### src/rtl/sms_pkg.sv
package sms_pkg;
  localparam int ADDR_W   = 64;
  localparam int DISP_W   = 16;
  localparam int NARROW_W = 32;
  localparam int SEG_CW   = 3;
  // 1 TB wide segments: bits above this index select the region
  localparam int WIDE_SEG_BITS = 40;
  // 0.5 GB compatibility window: bits above this index select it
  localparam int HALF_GB_BITS  = 29;

  typedef enum logic [SEG_CW-1:0] {
    SEG_NONE   = 3'd0,
    SEG_USR32  = 3'd1,
    SEG_SUP32  = 3'd2,
    SEG_USR64  = 3'd3,
    SEG_SUP64  = 3'd4,
    SEG_CSUP   = 3'd5
  } seg_code_e;

  typedef struct packed {
    logic [ADDR_W-1:0] ea;
    seg_code_e         seg;
    logic              mapped;
    logic              addr_err;
    logic              ovf32;
    logic              nosup;
  } seg_result_t;
endpackage

### src/rtl/sms_addr_gen.sv
module sms_addr_gen #(
  parameter int AW = 64,
  parameter int DW = 16,
  parameter int NW = 32
) (
  input  logic [AW-1:0] base,
  input  logic [DW-1:0] disp,
  input  logic          wide,
  output logic [AW-1:0] ea,
  output logic          ovf
);
  localparam int EXT_W = AW - DW;
  localparam int UP_W  = AW - NW;

  logic [AW-1:0] disp_x;
  logic [AW-1:0] sum;

  always_comb begin
    disp_x = {{EXT_W{disp[DW-1]}}, disp};
    sum    = base + disp_x;
    ovf    = (!disp[DW-1] && !base[NW-1] &&  sum[NW-1]) ||
             ( disp[DW-1] &&  base[NW-1] && !sum[NW-1]);
    ea     = wide ? sum : {{UP_W{sum[NW-1]}}, sum[NW-1:0]};
  end
endmodule

### src/rtl/sms_seg_decode.sv
module sms_seg_decode
  import sms_pkg::*;
#(
  parameter int AW = 64,
  parameter int NW = 32,
  parameter int WB = 40,
  parameter int HB = 29
) (
  input  logic [AW-1:0] ea,
  input  logic          wide,
  input  logic          sup,
  input  logic          ovf,
  output seg_code_e     seg,
  output logic          err
);
  localparam int TOP_W  = AW - WB;
  localparam int HI_W   = AW - HB;
  localparam logic [TOP_W-1:0] TOP_USR = '0;
  localparam logic [TOP_W-1:0] TOP_SUP = {2'b01, {(TOP_W-2){1'b0}}};
  localparam logic [HI_W-1:0]  HI_CSUP = {{(HI_W-3){1'b1}}, 3'b110};

  logic [NW-1:0] lo;
  seg_code_e     hit;

  always_comb begin
    lo  = ea[NW-1:0];
    hit = SEG_NONE;
    if (!wide) begin
      if (ovf)                      hit = SEG_NONE;
      else if (!lo[NW-1])           hit = SEG_USR32;
      else if (lo[NW-1:HB] == 3'b110) hit = SEG_SUP32;
    end else begin
      if (ea[AW-1:WB] == TOP_USR)      hit = SEG_USR64;
      else if (ea[AW-1:WB] == TOP_SUP) hit = SEG_SUP64;
      else if (ea[AW-1:HB] == HI_CSUP) hit = SEG_CSUP;
    end
    seg = sup ? hit : SEG_NONE;
    err = sup && (hit == SEG_NONE);
  end

  always_comb begin
    if (!sup) a_r6_quiet_decode: assert (seg == SEG_NONE && !err);
  end
endmodule

### src/rtl/sms_seg_check.sv
module sms_seg_check
  import sms_pkg::*;
(
  input  logic                clk,
  input  logic                rst,
  input  logic                in_valid,
  output logic                in_ready,
  input  logic [1:0]          priv_mode,
  input  logic                exc_level,
  input  logic                err_level,
  input  logic                wide_mode,
  input  logic [ADDR_W-1:0]   base_reg,
  input  logic [DISP_W-1:0]   offset,
  output logic                out_valid,
  input  logic                out_ready,
  output logic [ADDR_W-1:0]   res_ea,
  output logic [SEG_CW-1:0]   res_seg,
  output logic                res_mapped,
  output logic                res_addr_err,
  output logic                res_ovf32,
  output logic                res_nosup
);
  logic [ADDR_W-1:0] ea_c;
  logic              ovf_c;
  logic              sup_c;
  seg_code_e         seg_c;
  logic              err_c;
  seg_result_t       res_q;
  logic              valid_q;
  logic              wide_q;

  assign sup_c = (priv_mode == 2'b01) && !exc_level && !err_level;

  sms_addr_gen #(.AW(ADDR_W), .DW(DISP_W), .NW(NARROW_W)) u_gen (
    .base (base_reg),
    .disp (offset),
    .wide (wide_mode),
    .ea   (ea_c),
    .ovf  (ovf_c)
  );

  sms_seg_decode #(.AW(ADDR_W), .NW(NARROW_W), .WB(WIDE_SEG_BITS),
                   .HB(HALF_GB_BITS)) u_dec (
    .ea   (ea_c),
    .wide (wide_mode),
    .sup  (sup_c),
    .ovf  (ovf_c),
    .seg  (seg_c),
    .err  (err_c)
  );

  assign in_ready = !valid_q || out_ready;

  always_ff @(posedge clk) begin
    if (rst) begin
      valid_q <= 1'b0;
      wide_q  <= 1'b0;
      res_q   <= '0;
    end else if (in_ready) begin
      valid_q <= in_valid;
      if (in_valid) begin
        wide_q         <= wide_mode;
        res_q.ea       <= ea_c;
        res_q.seg      <= seg_c;
        res_q.mapped   <= (seg_c != SEG_NONE);
        res_q.addr_err <= err_c;
        res_q.ovf32    <= ovf_c;
        res_q.nosup    <= !sup_c;
      end
    end
  end

  assign out_valid    = valid_q;
  assign res_ea       = res_q.ea;
  assign res_seg      = res_q.seg;
  assign res_mapped   = res_q.mapped;
  assign res_addr_err = res_q.addr_err;
  assign res_ovf32    = res_q.ovf32;
  assign res_nosup    = res_q.nosup;

  a_r7_mapped_no_err: assert property (@(posedge clk) disable iff (rst)
    out_valid |-> !(res_mapped && res_addr_err));
  a_r6_nosup_quiet: assert property (@(posedge clk) disable iff (rst)
    (out_valid && res_nosup) |-> (res_seg == 3'd0 && !res_mapped && !res_addr_err));
  a_r8_hold_result: assert property (@(posedge clk) disable iff (rst)
    (out_valid && !out_ready) |=> (out_valid && $stable(res_ea) && $stable(res_seg)
                                   && $stable(res_addr_err)));
  a_r2_sign_ext: assert property (@(posedge clk) disable iff (rst)
    (out_valid && !wide_q) |-> (res_ea[ADDR_W-1:NARROW_W] == {(ADDR_W-NARROW_W){res_ea[NARROW_W-1]}}));
  a_r4_ovf_forces_err: assert property (@(posedge clk) disable iff (rst)
    (out_valid && !wide_q && !res_nosup && res_ovf32) |-> res_addr_err);
endmodule

### config.mk
export PLATFORM = sky130hd
export DESIGN_NAME = sms_seg_check
export DESIGN_NICKNAME = d
export VERILOG_FILES = /design/src/rtl/sms_pkg.sv /design/src/rtl/sms_addr_gen.sv /design/src/rtl/sms_seg_decode.sv /design/src/rtl/sms_seg_check.sv
export SDC_FILE = /design/constraint.sdc
export NUM_CORES = 1
export LEC_CHECK = 0
export ABC_CLOCK_PERIOD_IN_PS = 4800
export BUFFER_PORTS_ARGS = -buffer_cell sky130_fd_sc_hd__buf_2
export CAP_MARGIN = 25
export CORE_ASPECT_RATIO = 1.1
export CORE_MARGIN = 10
export CORE_UTILIZATION = 56
export DETAILED_ROUTE_END_ITERATION = 8
export HOLD_SLACK_MARGIN = 0.06
export MAX_ROUTING_LAYER = met4
export PLACE_DENSITY = 0.82
export SYNTH_ARGS = -nofsm -noshare
export SYNTH_HDL_FRONTEND = slang
export SYNTH_SLANG_ARGS = --single-unit
### constraint.sdc
create_clock -name clk -period 4.8 [get_ports clk]
set_input_delay 0.72 -clock clk [delete_from_list [all_inputs] [get_ports clk]]
set_output_delay 0.72 -clock clk [all_outputs]
set_load 0.005 [all_outputs]
==> impl_metrics.ini, run 1 <==
[grt]
antenna_found_initial = 0
grt_max_degree = 71
grt_pass1_vias = 8018
grt_pass1_wl_um = 41130
grtUsageTotal = 0.2828
grt-ovfl-total = 0

[final_layout]
fin_cells = 1366
syn2layout_area_growth_pct = 19.79
drive_gt1_frac = 0.2043
fin_area_um2 = 8656
nFillCells = 1163
n_antenna_cell = 0
nNetsFinal = 1358

[floorplan]
initial_utilization = 0.5715
die_w_um = 128.3
num_io_pins = 162
placeableCoreArea_um2 = 12640
rows = 43
die-area_um2 = 17850
fp.dieH_um = 139.1

[sta]
setup_viol = 0
worst_pin_slew_ps = 806.7
clock_skew_ps = 7.101
setup_ws_ps = 336.9
fin_crit_sh = 0.9298
fmax_mhz = 224.1
rsz0062_at_grt = no
slew_headroom = 0.4609
setup-tns-final_ps = 0
period_needed_ps = 4463
whs_ps = 447.0
final_max_slew_viol_count = 0
hold_viol_final = 0

[worst_setup_path]
critPathCaptureType = register
path_cells = buf_2 > buf_4 > ha_1 > a21oi_1 > o21ai_0 > a221oi_1 > o21bai_1 > a211oi_2 > o21ai_1 > xor2_1 > or3_1 > or4_1 > nor4b_2 > nand2_1 > a311oi_1
critPathMaxFanout = 8
arrival_ps = 4720
cp.required_ps = 5060
cpMaxStageDelayCell = or4_1
worstSetupPathType = in -> reg
max_stage_delay_ps = 570
start_kind = input port

[route]
antenna_left = 0
dr.pass1.iters = 8
drc = 0
dr_total_vias = 8643
drt_iter0_drc = 1045
wl_um = 25930
avgRoutedWirePerCell_um = 18.98
vias_per_cell = 6.327

[logic_synthesis]
synth_ff_type = dfxtp_1
synth_edf_count = 0
post_synth.cell_area_avg_um2 = 6.941
ys_ff_latch = 72
synth_top_family_by_area = compound AO/OA/AOI/OAI gates
synth_xor_area_frac = 0.06303
yosys_warnings = 0
ys_seq_area_frac = 0.1995
ys_types = 75
synthesis.nets = 1195
yosys.area_share.simple = 0.2798
async_flop_share = 0
postSynthCellCount = 1041
synth_compound_area_frac = 0.2977
synth_area_um2 = 7226
synthAdderAreaFrac = 0.1136
synthMuxAreaShare = 0.01039

[place]
dp.cells = 1350
gp_congestion = 1.050
hpwlAfterDp_um = 21410
pre_cts_ws_ps = 73.20
port_buffers = 161
place_area_um2 = 8361

[clock_network]
clk-insertion-delay-late_ps = 340
post_cts_buffers = 0
cts-root-buf = clkbuf_16
hold_buffers = 0
htreeDepth = 3
cts_resized = 0
cts_sinks = 72
cts_tree = built
clock_path_buffers = 2
cts_made_buffers = 9
clk_pin_slew_ps = 60

[flow_run]
maxCapViolations = 0

[power]
cellLeakagePower_nw = 3.842
ir_worst_vdd_mv = 0.4854
powerDensity_nw_per_um2 = 278.3

[outcome]
status = completed

[worst_hold_path]
holdCritPathClass = reg -> reg
-- power breakdown --
group	total (mW)	internal, mW	switching [mW]
Sequential	0.687	0.657	0.0307
Clock	0.678	0.402	0.276
Combinational	1.04	0.400	0.642
Total	2.41	1.46	0.949
-- stage by stage --
stage / total power [mW] / utilization
finish: 2.409 / 0.6846
global route: 2.526 / 0.6846
CTS: 2.378 / 0.6846
detailed placement: 1.710 / 0.6613
global placement: 1.703 / 0.6613
floorplan: 1.344 / -
-- registers in the layout, indices dropped and copies added (netlist names) --
name          count
res_ea           64
res_seg           3
out_valid         1
res_addr_err      1
res_mapped        1
res_nosup         1
res_ovf32         1
-- path summary, 6_finish.rpt --
check                                             from                       to  slack [ps]  cells past startpoint
worst max register to register  out_valid$_SDFFE_PP0N_  res_mapped$_SDFFE_PP0P_        2870                      7
worst min-delay path            res_ea[7]$_SDFFE_PP0P_   res_ea[7]$_SDFFE_PP0P_         450                      2
worst min register to register  res_ea[7]$_SDFFE_PP0P_   res_ea[7]$_SDFFE_PP0P_         450                      2
worst max-delay path                        offset[15]  res_seg[1]$_SDFFE_PP0P_         340                     15
-- synth_stat cells, types with 4 or more instances --
library cell,number,area (µm²)
nand2_1,175,656.9
nand2b_1,10,62.56
nand3_1,20,100.1
and2_1,9,56.30
buf_2,10,50.05
buf_1,5,18.77
and3_1,8,50.05
o21ai_1,5,25.02
o31ai_1,8,60.06
a221oi_1,4,35.03
nor4_1,5,31.28
a31oi_1,11,68.82
nand4_1,32,200.2
ha_1,64,800.8
or3_1,7,43.79
o21bai_1,12,90.09
xnor2_1,24,210.2
a311oi_1,5,43.79
clkbuf_1,38,142.6
mux2_2,4,45.04
xor2_1,28,245.2
a22oi_1,4,30.03
a211oi_1,13,97.59
o21ai_0,62,310.3
nor3_1,32,160.2
a21oi_1,156,780.8
o22ai_1,4,25.02
nor2_1,98,367.9
a21o_1,22,165.2
or2_2,4,25.02
or4_1,8,60.06
inv_1,12,45.04
dfxtp_1,72,1441
o211ai_1,9,67.56
-- metal layers --
layer	track usage	up-vias	wire length, µm
met4	0.09490	0	654
met2	0.4286	451	11570
met1	0.3762	3982	11340
met5	-	-	0
met3	0.03786	56	2369
li1	-	4154	-
-- cell families (layout without fill, tap and decap cells) --
group	Yosys count	count (layout)
and+or+nand+nor	429	429
AOI/OAI and AO/OA	350	350
xor gates and xnor gates	52	52
DFF	72	72
buffers and inverters	66	234
adders and majority gates	65	65
muxes	7	7
-- cell type report --
cell class                      count  area [µm²]  area share
Multi-Input combinational cell    903        5525      0.6383
Clock inverter                      7       70.07    0.008095
Tap cell                          157       196.4     0.02269
Clock buffer                        9       225.2     0.02602
Inverter                           13       48.80    0.005637
Timing Repair Buffer              205        1149      0.1327
Sequential cell                    72        1441      0.1665
-- critical path: cells and delay by family --
| family | cells | cell delay [ps] |
|---|---|---|
| AOI/OAI and AO/OA | 7 | 1750 |
| xor gates and xnor gates | 1 | 210 |
| adders and majority gates | 1 | 390 |
| and+or+nand+nor | 4 | 1330 |
| buffers and inverters | 2 | 300 |
-- placed cells by master (no fill, tap or decap), types with 10 or more instances in the layout --
| master | netlist | final |
|---|---|---|
| nand2_1 | 175 | 175 |
| buf_2 | 10 | 161 |
| a21oi_1 | 156 | 156 |
| nor2_1 | 98 | 98 |
| dfxtp_1 | 72 | 72 |
| ha_1 | 64 | 64 |
| o21ai_0 | 62 | 62 |
| buf_4 | 0 | 43 |
| nand4_1 | 32 | 32 |
| nor3_1 | 32 | 32 |
| xor2_1 | 28 | 28 |
| xnor2_1 | 24 | 24 |
| a21o_1 | 22 | 22 |
| nand3_1 | 20 | 20 |
| a211oi_1 | 13 | 13 |
| inv_1 | 12 | 12 |
| o21bai_1 | 12 | 12 |
| a31oi_1 | 11 | 11 |
| nand2b_1 | 10 | 10 |
Note: power is estimated with default switching activity, not from simulation.
==> inputs of run 2 (changes only) <==
--- a/config.mk
+++ b/config.mk
@@ -5,16 +5,17 @@
 export SDC_FILE = /design/constraint.sdc
 export NUM_CORES = 1
 export LEC_CHECK = 0
+export ABC_AREA = 1
 export ABC_CLOCK_PERIOD_IN_PS = 4800
 export BUFFER_PORTS_ARGS = -buffer_cell sky130_fd_sc_hd__buf_2
-export CAP_MARGIN = 25
+export CAP_MARGIN = 20
 export CORE_ASPECT_RATIO = 1.1
 export CORE_MARGIN = 10
-export CORE_UTILIZATION = 56
+export CORE_UTILIZATION = 59
 export DETAILED_ROUTE_END_ITERATION = 8
 export HOLD_SLACK_MARGIN = 0.06
 export MAX_ROUTING_LAYER = met4
-export PLACE_DENSITY = 0.82
+export PLACE_DENSITY = 0.83
 export SYNTH_ARGS = -nofsm -noshare
 export SYNTH_HDL_FRONTEND = slang
 export SYNTH_SLANG_ARGS = --single-unit
==> run 2 against run 1 <==
  * Register-to-register slack worse by 610 ps
  * Combinational power is 9% higher
  * Non-clock buffer count fell by 37
  * Global-route usage up 2.6 points
  * Setup slack gained 620 ps
  * Largest power group unchanged
==> impl_metrics.ini, run 2 <==
[logic_synthesis]
synthesis.nets = 1955
ys_types = 36
postSynthCellCount = 1801
synth_area_um2 = 9334
ys_ff_latch = 72
post_synth.cell_area_avg_um2 = 5.183
ys_seq_area_frac = 0.1544
synth_edf_count = 0
yosysTopAreaCellShare = 0.2614
async_flop_share = 0
synth_ff_type = dfxtp_1
yosys-top-cells-count = nand2_1, inv_1, nor2_1
netlist_top_cells_area = nand2_1, inv_1, dfxtp_1, ha_1, nor2_1
yosysTopAreaCell = nand2_1
synth.most_common_cell = nand2_1
yosys_warnings = 0

[worst_setup_path]
worstSetupPathType = in -> reg
crit_buf_inv = 3
critPathCaptureType = register
arrival_ps = 4020
cp.required_ps = 4980
cp_top_family = simple AND/OR/NAND/NOR gates
max_stage_delay_ps = 340
path_cells = buf_2 > buf_4 > ha_1 > nand2_1 > nand2_1 > nand2_1 > nand2_1 > inv_2 > nand2_1 > a21oi_2 > nand3_2 > nand2_4 > nand2_4 > nand2_1 > nand2_1 > nor2_1 > nand2_1 > nor2_2 > nand3_2 > nand2_2 > nand2_1 > nand3_1 > a21oi_1
start_kind = input port
cpMaxStageDelayCell = ha_1
crit_top_cell = nand2_1
critPathMaxFanout = 35

[route]
dr_total_vias = 11240
drc = 0
avgRoutedWirePerCell_um = 15.44
antenna_left = 0
drt_iter0_drc = 998
dr.pass1.iters = 6
wl_um = 33260
vias_per_cell = 5.219

[grt]
grt-ovfl-total = 0
grt_pass1_wl_um = 52720
grt_pass1_vias = 10520
busiest_layer = met2
grtUsageTotal = 0.3084
antenna_found_initial = 0
grt_max_degree = 64
grtUsageMet2 = 0.5133
use_met3 = 0.04582
use_met1 = 0.3456

[final_layout]
fin_cells = 2154
drive_gt1_frac = 0.1182
n_antenna_cell = 0
nFillCells = 1574
nNetsFinal = 2104
layout_commonest_cell = nand2_1
final_cell_mix = nand2_1, inv_1, nor2_1
syn2layout_area_growth_pct = 13.55
largest_reg_flops = 64
fin_area_um2 = 10600

[place]
port_buffers = 161
hpwlAfterDp_um = 28150
gp_congestion = 1.046
dp.cells = 2139
place_area_um2 = 10320

[clock_network]
cts_sinks = 72
post_cts_buffers = 0
cts-root-buf = clkbuf_16
clk-insertion-delay-late_ps = 340
clock_path_buffers = 2
cts_resized = 0
hold_buffers = 0
clk_pin_slew_ps = 50
cts_tree = built
htreeDepth = 3
cts_made_buffers = 9

[sta]
fmax_mhz = 260.5
setup-tns-final_ps = 0
slew_headroom = 0.2790
setup_viol = 0
fin_crit_sh = 0.7998
worst_pin_slew_ps = 1080
hold_viol_final = 0
final_max_slew_viol_count = 0
clock_skew_ps = 12.15
rsz0062_at_grt = no
period_needed_ps = 3839

[floorplan]
initial_utilization = 0.5978
die_w_um = 139.9
placeableCoreArea_um2 = 15620
num_io_pins = 162
rows = 48
die-area_um2 = 21260
fp.dieH_um = 151.9

[power]
p_int_mw = 1.396
p_sw_frac = 0.4326
cellLeakagePower_nw = 6.942
seq_power_share = 0.279
ir_worst_vdd_mv = 0.2041
powerDensity_nw_per_um2 = 232.1
comb_power_share = 0.459
clkPwrFrac = 0.262
switching_power_mw = 1.064

[worst_hold_path]
holdCritPathClass = reg -> reg

[flow_run]
maxCapViolations = 0

[outcome]
status = completed
run 2: cell types whose count changed after synthesis, moves of 22 or more:
cell,before,now
a21o_1,22,0
a21oi_1,156,53
inv_1,12,397
nand2_1,175,650
nand3_1,20,119
nor2_1,98,208
xnor2_1,24,2
run 2: worst paths after layout:
| kind | from | end | slack (ps) | cells after the start |
|---|---|---|---|---|
| setup reg to reg | out_valid$_SDFFE_PP0N_ | res_ea[50]$_SDFFE_PP0P_ | 2260 | 8 |
| hold reg to reg | res_addr_err$_SDFFE_PP0P_ | res_addr_err$_SDFFE_PP0P_ | 480 | 2 |
| hold / removal | res_addr_err$_SDFFE_PP0P_ | res_addr_err$_SDFFE_PP0P_ | 480 | 2 |
| setup / recovery | offset[15] | res_addr_err$_SDFFE_PP0P_ | 960 | 23 |
run 2: metal layers:
metal	wire length [µm]	vias to the layer above	share of wire
met1	12930	4847	0.39
met5	0	-	0
met3	2765	114	0.083
li1	-	5736	-
met2	15570	545	0.47
met4	1989	0	0.060
run 2: cell type report:
cell class,instances,area [µm²],share of cell area
flip-flops and latches,72,1441,0.1360
inverters,409,1535,0.1448
clock buffers,10,239.0,0.02255
well taps,200,250.2,0.02361
clock inverters,5,40.04,0.003778
multi-input cells,1290,6222,0.5871
repair buffers,168,870.8,0.08216
run 2: cell families (layout without fill, tap and decap cells):
family	Yosys count	count (layout)	synth area share
flip-flops	72	72	0.1544
XOR/XNOR	29	29	0.02721
buffers and inverters	439	592	0.1790
AO/OA/AOI/OAI	135	135	0.07842
adder cells (fa/ha/maj)	65	65	0.08794
AND/OR/NAND/NOR	1061	1061	0.4731
run 2: worst register-to-register path, delay by kind of cell, from the launching register on:
family / cells / cell delay [ps]
buffers and inverters: 4 / 1670
AND/OR/NAND/NOR: 3 / 330
flip-flops: 1 / 310
AO/OA/AOI/OAI: 1 / 110
run 2: power groups by stage:
| stage | clock network [mW] | registers, mW | logic (mW) |
|---|---|---|---|
| finish | 0.644 | 0.686 | 1.13 |
| global placement | 0 | 0.696 | 1.09 |
| CTS | 0.644 | 0.686 | 1.11 |
| detailed placement | 0 | 0.699 | 1.10 |
| global route | 0.668 | 0.692 | 1.26 |
| floorplan | 0 | 0.703 | 0.732 |
run 2: metrics by stage:
| stage | hold WS [ps] | utilization | total power, mW | setup WS [ps] |
|---|---|---|---|---|
| floorplan | 460.5 | - | 1.435 | 1794 |
| global placement | 454.2 | 0.6609 | 1.784 | 776.6 |
| detailed placement | 466.3 | 0.6609 | 1.801 | 737.4 |
| CTS | 473.9 | 0.6788 | 2.439 | 1081 |
| global route | 502.6 | 0.6788 | 2.617 | 633.4 |
| finish | 476.7 | 0.6788 | 2.460 | 960.9 |
==> inputs of run 3 (changes only) <==
--- a/config.mk
+++ b/config.mk
@@ -6,16 +6,16 @@
 export NUM_CORES = 1
 export LEC_CHECK = 0
 export ABC_AREA = 1
-export ABC_CLOCK_PERIOD_IN_PS = 4800
+export ABC_CLOCK_PERIOD_IN_PS = 3360
 export BUFFER_PORTS_ARGS = -buffer_cell sky130_fd_sc_hd__buf_2
 export CAP_MARGIN = 20
 export CORE_ASPECT_RATIO = 1.1
 export CORE_MARGIN = 10
-export CORE_UTILIZATION = 59
+export CORE_UTILIZATION = 53
 export DETAILED_ROUTE_END_ITERATION = 8
 export HOLD_SLACK_MARGIN = 0.06
 export MAX_ROUTING_LAYER = met4
-export PLACE_DENSITY = 0.83
+export PLACE_DENSITY = 0.79
 export SYNTH_ARGS = -nofsm -noshare
 export SYNTH_HDL_FRONTEND = slang
 export SYNTH_SLANG_ARGS = --single-unit
==> constraint.sdc (replaced) <==
create_clock -name clk -period 3.36 [get_ports clk]
set_input_delay 0.504 -clock clk [delete_from_list [all_inputs] [get_ports clk]]
set_output_delay 0.504 -clock clk [all_outputs]
set_load 0.005 [all_outputs]
==> run 3 against run 2 <==
  * Final area up 22%
  * Sequential power up 43%
  * Routed wire length up 14%
  * Non-clock buffer count up 213
  * Core utilization up 7.7 points
  * Setup slack worse by 820 ps
  * Combinational power up 88%
  * Critical endpoint is now res_mapped$_SDFFE_PP0P_
==> impl_metrics.ini, run 3 (synthesized netlist as in run 2, its figures left out) <==
[outcome]
status = completed

[sta]
period_needed_ps = 3216
fmax_mhz = 310.9
whs_ps = 466.4
setup_ws_ps = 143.6
final_max_slew_viol_count = 0
slew_headroom = 0.3925
clock_skew_ps = 8.268
hold_viol_final = 0
worst_pin_slew_ps = 902.9
setup_viol = 0
fin_crit_sh = 0.9573

[route]
wl_um = 38040
drc = 0
dr.pass1.iters = 7
avgRoutedWirePerCell_um = 15.83
dr_total_vias = 12170
drt_iter0_drc = 972
antenna_left = 0
vias_per_cell = 5.065

[final_layout]
nNetsFinal = 2318
layout_commonest_cell = nand2_1
largest_reg_flops = 64
drive_gt1_frac = 0.2545
final_cell_mix = nand2_1, inv_1, buf_4
fin_area_um2 = 12950
syn2layout_area_growth_pct = 38.74
nFillCells = 1524
n_antenna_cell = 0

[clock_network]
cts_tree = built
clk-insertion-delay-late_ps = 350
cts_sinks = 72
cts-root-buf = clkbuf_16
clk_pin_slew_ps = 60
htreeDepth = 3
clock_path_buffers = 2
cts_made_buffers = 9

[worst_setup_path]
cp.required_ps = 3650
crit_end = res_mapped$_SDFFE_PP0P_
worstSetupPathType = in -> reg
arrival_ps = 3510
startpoint = offset[15]
ff2ff_setup_slack_ps = 1590
critPathCaptureType = register
r2r-start = out_valid$_SDFFE_PP0N_
start_kind = input port
critPathMaxFanout = 12
r2r_cells = 8
r2r-end = res_ea[7]$_SDFFE_PP0P_

[power]
powerDensity_nw_per_um2 = 325.8
ir_worst_vdd_mv = 0.2727
finalPower_mw = 4.219
cellLeakagePower_nw = 8.091

[place]
pre_cts_ws_ps = -261.8
port_buffers = 161
place_area_um2 = 11910
gp_congestion = 1.047
hpwlAfterDp_um = 30570

[floorplan]
initial_utilization = 0.5445
placeableCoreArea_um2 = 17140
num_io_pins = 162
fp.dieH_um = 159.2
die_w_um = 146.5
rows = 50
die-area_um2 = 23330

[grt]
grt_pass1_wl_um = 56660
grtUsageTotal = 0.3055
grt-ovfl-total = 0
grt_pass1_vias = 11220
grt_max_degree = 49
antenna_found_initial = 0

[flow_run]
maxCapViolations = 0

[worst_hold_path]
holdCritPathClass = reg -> reg
hold_start = res_ea[33]$_SDFFE_PP0P_
run 3: per-layer routing:
| metal | vias up | track usage | share of wire |
|---|---|---|---|
| met5 | - | - | 0 |
| met4 | 0 | 0.1489 | 0.053 |
| met3 | 125 | 0.04259 | 0.066 |
| met2 | 517 | 0.5281 | 0.48 |
| met1 | 5361 | 0.3377 | 0.40 |
| li1 | 6169 | - | - |
run 3: layout make-up:
class                      instances  area (µm²)  share of cell area
clock buffer                       9       225.2             0.01739
tap                              234       292.8             0.02261
multi-input combinational       1291        6805              0.5255
sequential                        72        1441              0.1113
clock inverter                     7       107.6            0.008309
timing repair buffer             381        2542              0.1963
inverter                         409        1535              0.1186
run 3: repair_timing:
item                       4_1_cts  5_1_grt
gates resized for setup          0      131
buffers inserted                 0        5
setup endpoints to repair        0        5
hold buffers                     0        0
run 3: through the flow:
stage	util	cells	TNS, ps
floorplan	-	1801	0
global route	0.7555	2403	-24.36
detailed placement	0.6946	2377	-1039
finish	0.7555	2403	0
CTS	0.7140	2393	0
global placement	0.6946	2377	-643.4
run 3: report_power, final:
part | switching (mW) | leakage (nW) | internal, mW | total (mW)
Clock | 0.444 | 0.160 | 0.667 | 1.11
Combinational | 1.25 | 7.33 | 0.881 | 2.13
Sequential | 0.0413 | 0.598 | 0.938 | 0.979
run 3: worst min path at each step:
stage	cells past startpoint	to	slack [ps]
6_report	2	res_ea[33]$_SDFFE_PP0P_	470
5_1_grt	4	out_valid$_SDFFE_PP0N_	490
4_1_cts	2	res_ea[33]$_SDFFE_PP0P_	470
3_5_place_dp	2	res_ea[33]$_SDFFE_PP0P_	460
3_3_place_gp	2	res_ea[33]$_SDFFE_PP0P_	450
2_1_floorplan	2	res_addr_err$_SDFFE_PP0P_	460
run 3: critical path, cell delays in order:
cell      delay, ps
buf_6           140
buf_8           170
ha_4            290
buf_4           110
nand2_2          80
nor2_2          210
nand2_1         160
nor3_4          210
nand2_4         100
nand2_4          80
nand2_4          90
nand2_8         130
nand2_4         140
nand2_1         140
nand2_1          70
nor2_1           90
nand2_1          90
nor2_4          150
nand3_2         110
nand2_2          80
nand3b_1        110
nand3_1         140
nand2_1          50
inv_1            40
